File: config.mk
export PLATFORM = sky130hd
export DESIGN_NAME = stream_status_reg
export DESIGN_NICKNAME = d
export VERILOG_FILES = /design/src/rtl/stream_status_reg.sv
export SDC_FILE = /design/constraint.sdc
export NUM_CORES = 1
export LEC_CHECK = 0
export ABC_AREA = 1
export BUFFER_PORTS_ARGS = -buffer_cell sky130_fd_sc_hd__buf_2
export CAP_MARGIN = 15
export CORE_AREA = 2 2 39 41
export CTS_CLUSTER_DIAMETER = 120
export CTS_CLUSTER_SIZE = 14
export DETAILED_ROUTE_END_ITERATION = 10
export DIE_AREA = 0 0 41 43
export GPL_TIMING_DRIVEN = 0
export MAX_ROUTING_LAYER = met4
export PLACE_DENSITY = 0.64
export SYNTH_ARGS = -nofsm -noshare
export SYNTH_HDL_FRONTEND = slang
export SYNTH_SLANG_ARGS = --single-unit
File: constraint.sdc
create_clock -name clk -period 1.09 [get_ports clk]
set_input_delay 0.1635 -clock clk [delete_from_list [all_inputs] [get_ports clk]]
set_output_delay 0.1635 -clock clk [all_outputs]
set_load 0.02 [all_outputs]
File: src/rtl/stream_status_reg.sv
module stream_status_reg #(
  parameter bit IS_INPUT    = 1'b0,
  parameter int DEPTH       = 8,
  parameter int READY_LEVEL = 4,
  localparam int LW         = $clog2(DEPTH + 1)
) (
  input  logic          clk,
  input  logic          rst_n,
  input  logic          reg_wr,
  input  logic [7:0]    reg_wdata,
  output logic [7:0]    reg_rdata,
  input  logic          run_set,
  input  logic          run_clr,
  output logic          run,
  input  logic [LW-1:0] fifo_level,
  input  logic          desc_loaded,
  input  logic          desc_err,
  input  logic          buf_done,
  input  logic          buf_ioc,
  input  logic          bufs_left,
  input  logic          in_push,
  output logic          fifo_wr,
  input  logic          out_pull,
  output logic          link_tx,
  input  logic          ie_desc,
  input  logic          ie_fifo,
  input  logic          ie_buf,
  output logic          irq
);

  logic rdy_q, derr_q, ferr_q, bdone_q;
  logic rdy_d, ferr_set;

  wire fifo_empty = (fifo_level == '0);
  wire fifo_full  = (fifo_level >= LW'(DEPTH));
  wire clr_derr   = reg_wr & reg_wdata[4];
  wire clr_ferr   = reg_wr & reg_wdata[3];
  wire clr_bdone  = reg_wr & reg_wdata[2];

  generate
    if (IS_INPUT) begin : g_in
      assign rdy_d    = desc_loaded;
      assign ferr_set = run & in_push & fifo_full;
      assign fifo_wr  = run & in_push & ~fifo_full;
      assign link_tx  = 1'b0;
      wire unused_in = &{1'b0, out_pull, bufs_left, fifo_empty};
    end else begin : g_out
      assign rdy_d    = (fifo_level >= LW'(READY_LEVEL));
      assign ferr_set = run & out_pull & fifo_empty & bufs_left;
      assign link_tx  = run & out_pull & ~fifo_empty;
      assign fifo_wr  = 1'b0;
      wire unused_out = &{1'b0, in_push, desc_loaded, fifo_full};
    end
  endgenerate

  always_ff @(posedge clk) begin
    if (!rst_n) begin
      run     <= 1'b0;
      rdy_q   <= 1'b0;
      derr_q  <= 1'b0;
      ferr_q  <= 1'b0;
      bdone_q <= 1'b0;
    end else begin
      if (desc_err)     run <= 1'b0;
      else if (run_clr) run <= 1'b0;
      else if (run_set) run <= 1'b1;
      rdy_q   <= rdy_d;
      derr_q  <= (derr_q  & ~clr_derr)  | desc_err;
      ferr_q  <= (ferr_q  & ~clr_ferr)  | ferr_set;
      bdone_q <= (bdone_q & ~clr_bdone) | (buf_done & buf_ioc);
    end
  end

  assign reg_rdata = {2'b00, rdy_q, derr_q, ferr_q, bdone_q, 2'b00};
  assign irq = (derr_q & ie_desc) | (ferr_q & ie_fifo) | (bdone_q & ie_buf);

endmodule

==> impl_metrics.ini, run 1 <==
[placement]
place_area_um2 = 447.9
placedCellCount = 85
place.port_buffers = 26
routabilityCongestion = 0.6245
place_ws_ps = 183.8

[worst_setup_path]
critical_path.reg2reg.startpoint = run
crit_path_start_kind = flip-flop
timing_worst_setup_path_type = flip-flop to output pin
reg2reg_slack_ps = 330
crit_fanout = 4
number_of_cell_instances_on_the_worst_register_to_register_path = 5
timing.critical_path.to_type = output pin
crit_required_ps = 930
r2r_end = ferr_q
worst_ep_arrival_time_ps = 880

[detailed_routing]
dr.first_iter.drc_count = 3
wl_per_cell_um = 7.286
drt-total-wl_um = 663
dr.pass1.iters = 3
num_vias = 337
drc = 0
via_per_inst = 3.703
postRouteAntennaNets = 0

[clocking]
clock-sinks = 5
worst_setup_hold_path_clk_slew_ps = 40
clockRootBuffer = sky130_fd_sc_hd__clkbuf_4
cts-htree-levels = 1
tritoncts = yes
holdBufCountCts = 0
max-clock-path-buffers = 2
cts_inserted_buffers = 3
clock_insertion_delay_worst_skew_ps = 240

[timing]
timing.final.crit_period_ps = 1040
fin_ws_ps = 49.95
period_utilization = 0.9542
hold_viol = 0
number_of_setup_violations_in_the_final_report = 0
setup_total_negative_slack_ps = 0
fin_worst_hold_slack_ps = 73.56
timing.fmax_ghz = 0.9615
worst_clock_skew_ps = 1.359
slew_viol_final = 0

[floorplan]
floorplan.die.width_um = 41
floorplan.die.height_um = 43
core_area_mm2 = 0.001384
rows = 14
die_area_mm2 = 0.001763
pin_count = 39
initial_utilization = 0.2043

[power_and_ir_drop]
report.power.total_mw = 0.5414
power_frac_comb = 0.235
power_share_of_the_sequential_group = 0.366
p_leak_nw = 0.2894
powerDensity_mw_per_mm2 = 1082
total_switching_power_mw = 0.1444
vdd_ir_drop_max_uv = 541.4
clock_power_frac = 0.399
p_int_mw = 0.3969
swShare = 0.2668

[logic_synthesis]
yosysTopAreaCellShare = 0.3540
synth-simple-area-share = 0.3186
synthDistinctLibCells = 13
synth_most_common_cell = sky130_fd_sc_hd__buf_4
compound_gate_fraction_of_synth_area = 0.06195
netlist_top_cells_area = sky130_fd_sc_hd__dfxtp_1 35%, sky130_fd_sc_hd__buf_4 24%, sky130_fd_sc_hd__nand2_1 11%
primary_ff_master_synth = sky130_fd_sc_hd__dfxtp_1
synth_xor_xnor_area_share = 0
syn-instance-count = 39
synth_top_area_cell = sky130_fd_sc_hd__dfxtp_1
synth-adder-area-share = 0
synth_sequential_area_ratio = 0.3540
mappedNetlistArea_um2 = 282.8
synth_mux_area_frac = 0
synth_async_sr_flop_share = 0
synth_top_family_by_area = simple AND/OR/NAND/NOR gates
count_of_flip_flops_with_a_built_in_enable_after_synthesis = 0
avgSynthCellArea_um2 = 7.251
yosys_register_bits = 5
synth_commonest_cells = 9 x sky130_fd_sc_hd__buf_4, 8 x sky130_fd_sc_hd__nand2_1, 7 x sky130_fd_sc_hd__nor2_1
yosys_warnings = 0

[worst_hold_path]
hp_start = run_clr
min_to = run
worstHoldPathCells = 2
hp_class = input port to flip-flop

[global_routing]
grt_antenna_before_repair = 0
grt_pass1_wl_um = 993
grt_max_degree = 6
grt.overflow.total = 0
first_global_vias = 267
grt_use_total = 0.09278

[cells_and_area]
diodes_inserted = 0
final_layout_size_suffix_gt1_frac = 0.6000
area_growth_pct = 76.99
num-fill-cells = 164
post_route_insts_no_fill = 91
fin_util = 0.3617
final_nets = 103
design_area_um2 = 500.5

[run]
drv_cap = 0

[outcome]
status = complete, no violations
[registers in the layout, indices dropped and copies added (netlist names)]
register,count
bdone_q,1
run,1
ferr_q,1
rdy_q,1
derr_q,1
[final cells by class]
type / count / area, µm² / share of cell area
repair buffers: 28 / 153.9 / 0.3075
plain buffers: 9 / 67.56 / 0.1350
inverters: 1 / 3.754 / 0.007500
flip-flops and latches: 5 / 102.6 / 0.2050
multi-input cells: 28 / 126.4 / 0.2525
well taps: 16 / 20.02 / 0.04000
clock buffers: 4 / 26.28 / 0.05250
[layer usage]
metal	wire length, µm	part of all wire	vias to the layer above	track usage
met5	0	0	-	-
met4	8	0.012	0	0.04000
met3	121	0.18	2	0.09424
met2	277	0.42	28	0.1188
met1	256	0.39	127	0.09061
li1	-	-	180	-
[kinds of logic after synthesis]
kind of cell	after synthesis
AND/OR/NAND/NOR	20
buffers and inverters	10
flip-flops	5
AO/OA/AOI/OAI	3
other	1
[worst max-delay path, cell delays in order, from the launching register on]
cell	delay [ps]
sky130_fd_sc_hd__dfxtp_2	340
sky130_fd_sc_hd__and3_1	170
sky130_fd_sc_hd__buf_6	120
[cells in the final DEF, fill, tap and decap left out]
cell type,netlist,final
sky130_fd_sc_hd__nand2_1,8,8
sky130_fd_sc_hd__nand3_1,1,1
sky130_fd_sc_hd__nor2_1,7,7
sky130_fd_sc_hd__a21boi_1,1,1
sky130_fd_sc_hd__buf_6,0,1
sky130_fd_sc_hd__dfxtp_2,0,2
sky130_fd_sc_hd__nor4_1,1,1
sky130_fd_sc_hd__clkbuf_1,0,1
sky130_fd_sc_hd__clkbuf_4,0,3
sky130_fd_sc_hd__conb_1,1,5
sky130_fd_sc_hd__buf_2,0,24
sky130_fd_sc_hd__dfxtp_1,5,3
sky130_fd_sc_hd__nor2_2,1,1
sky130_fd_sc_hd__a21oi_1,2,2
sky130_fd_sc_hd__nand3_2,1,1
sky130_fd_sc_hd__and3_1,1,1
sky130_fd_sc_hd__inv_2,1,1
sky130_fd_sc_hd__buf_4,9,12
[power groups by stage]
stage	sequential, mW	clock (mW)	combinational [mW]
2_1_floorplan	0.201	0	0.0711
3_3_place_gp	0.201	0	0.121
3_5_place_dp	0.201	0	0.122
4_1_cts	0.198	0.225	0.123
5_1_grt	0.198	0.253	0.141
6_report	0.198	0.216	0.127
[what timing repair did]
action                                  in CTS  in global routing
setup buffers                                0                  2
gates resized for setup                      1                  4
endpoints found under the setup margin       1                  2
[worst max-delay path by stage]
stage,end,depth (start not counted),start
2_1_floorplan,link_tx,1,run
3_3_place_gp,link_tx,5,fifo_level[3]
3_5_place_dp,link_tx,5,fifo_level[3]
4_1_cts,link_tx,2,run
5_1_grt,link_tx,2,run
6_report,link_tx,2,run
Note: power is estimated with default switching activity, not from simulation.
==> run 2: changes to the inputs <==
Settings changed: ABC_CLOCK_PERIOD_IN_PS set to 1090, PLACE_DENSITY 0.64 to unset.
==> impl_metrics.ini, run 2 (synthesized netlist as in run 1, its figures left out) <==
[detailed_routing]
drc = 0
wl_per_cell_um = 8.326
dr.pass1.iters = 2
postRouteAntennaNets = 0
drt-total-wl_um = 741
via_per_inst = 3.775
num_vias = 336
dr.first_iter.drc_count = 3

[power_and_ir_drop]
clock_power_frac = 0.413
swShare = 0.2824
power_share_of_the_sequential_group = 0.358
power_frac_comb = 0.229
powerDensity_mw_per_mm2 = 1113
total_switching_power_mw = 0.1550
p_int_mw = 0.3937
p_leak_nw = 0.2770
vdd_ir_drop_max_uv = 477.4

[cells_and_area]
layout_commonest_cell = sky130_fd_sc_hd__buf_2
most_frequent_cells_in_the_layout = 24 x sky130_fd_sc_hd__buf_2, 10 x sky130_fd_sc_hd__buf_4, 8 x sky130_fd_sc_hd__nand2_1, 7 x sky130_fd_sc_hd__nor2_1, 5 x sky130_fd_sc_hd__conb_1
post_route_insts_no_fill = 89
multi_input_comb_area_um2 = 131.4
area_growth_pct = 74.34
final_layout_size_suffix_gt1_frac = 0.6027
final_nets = 101
register_area_um2 = 105.1
num-fill-cells = 162
fin_util = 0.3562
diodes_inserted = 0

[timing]
fin_worst_hold_slack_ps = 66.37
timing.final.crit_period_ps = 1058
period_utilization = 0.9702
slew_viol_final = 0
grt_setup_unrepaired = true
number_of_setup_violations_in_the_final_report = 0
setup_total_negative_slack_ps = 0
worst_clock_skew_ps = 1.267
hold_viol = 0
timing.fmax_ghz = 0.9456

[clocking]
clock-sinks = 5
cts-htree-levels = 1
clockRootBuffer = sky130_fd_sc_hd__clkbuf_4
max-clock-path-buffers = 2
tritoncts = yes
worst_setup_hold_path_clk_slew_ps = 50
clock_insertion_delay_worst_skew_ps = 250
cts_inserted_buffers = 3

[floorplan]
pin_count = 39
rows = 14
initial_utilization = 0.2043
floorplan.die.width_um = 41
core_area_mm2 = 0.001384
die_area_mm2 = 0.001763
floorplan.die.height_um = 43

[worst_setup_path]
crit_fanout = 4
timing_worst_setup_path_type = flip-flop to output pin
reg2reg_slack_ps = 380
critical_path.reg2reg.startpoint = run
number_of_cell_instances_on_the_worst_register_to_register_path = 4
crit_required_ps = 930
worst_ep_arrival_time_ps = 890
crit_path_start_kind = flip-flop
timing.critical_path.to_type = output pin
r2r_end = ferr_q

[placement]
routabilityCongestion = 0.6374
place.port_buffers = 26
placedCellCount = 85

[global_routing]
grt_pass1_wl_um = 993
grt_max_degree = 6
grt_use_total = 0.09691
grt_antenna_before_repair = 0
grt.overflow.total = 0
first_global_vias = 252

[worst_hold_path]
hp_class = input port to flip-flop
min_to = run
worstHoldPathCells = 2
hp_start = run_clr

[outcome]
status = complete, no violations

[run]
drv_cap = 0
==> run 2: cell count changes in the layout (fill, tap and decap cells not counted) <==
| cell | before | now |
|---|---|---|
| sky130_fd_sc_hd__dfxtp_2 | 2 | 1 |
| sky130_fd_sc_hd__and3_1 | 1 | 0 |
| sky130_fd_sc_hd__dfxtp_4 | 0 | 1 |
| sky130_fd_sc_hd__buf_4 | 12 | 10 |
| sky130_fd_sc_hd__and3_4 | 0 | 1 |
==> run 2: layout make-up <==
cell class	instances	area share
buffer	9	0.1371
clock buffer	4	0.05330
inverter	1	0.007614
multi-input combinational	28	0.2665
sequential	5	0.2132
tap	16	0.04061
timing repair buffer	26	0.2817
==> run 2: power groups by stage <==
stage	sequential [mW]	clock, mW	combinational (mW)
finish	0.196	0.227	0.126
detailed placement	0.201	0	0.123
global placement	0.201	0	0.121
floorplan	0.201	0	0.0711
CTS	0.198	0.244	0.123
global route	0.197	0.256	0.138
==> run 2: stage by stage <==
step / cell area [µm²] / worst slack [ps] / power [mW]
after floorplan: 297.8 / 156.8 / 0.2721
after CTS: 475.5 / 3.653 / 0.5649
final: 493.0 / 32.47 / 0.5487
after global placement: 447.9 / 200.6 / 0.3216
after global routing: 493.0 / -5.796 / 0.5908
after detailed placement: 447.9 / 191.1 / 0.3236
==> run 2: metal layers <==
layer  part of all wire  GRT usage
met1               0.40    0.09061
met2               0.46     0.1219
met3               0.13    0.09424
met4             0.0081    0.06000
met5                  0          -
==> run 2: worst max-delay path, cell delays in order, from the launching register on <==
cell,delay (ps)
sky130_fd_sc_hd__dfxtp_4,360
sky130_fd_sc_hd__and3_4,180
sky130_fd_sc_hd__buf_6,110
==> run 2: repair_timing <==
item / CTS / global route
buffers inserted: 0 / 0
pin swaps: 0 / 0
resized for setup: 1 / 6
hold endpoints to repair: 0 / 0
hold buffers: 0 / 0
setup endpoints to repair: 1 / 2
==> run 2: worst max path at each step <==
stage | start | endpoint | slack [ps]
CTS | derr_q | irq | 4
global placement | fifo_level[3] | link_tx | 200
global route | run | link_tx | -6
floorplan | run | link_tx | 160
detailed placement | fifo_level[3] | link_tx | 190
finish | run | link_tx | 30
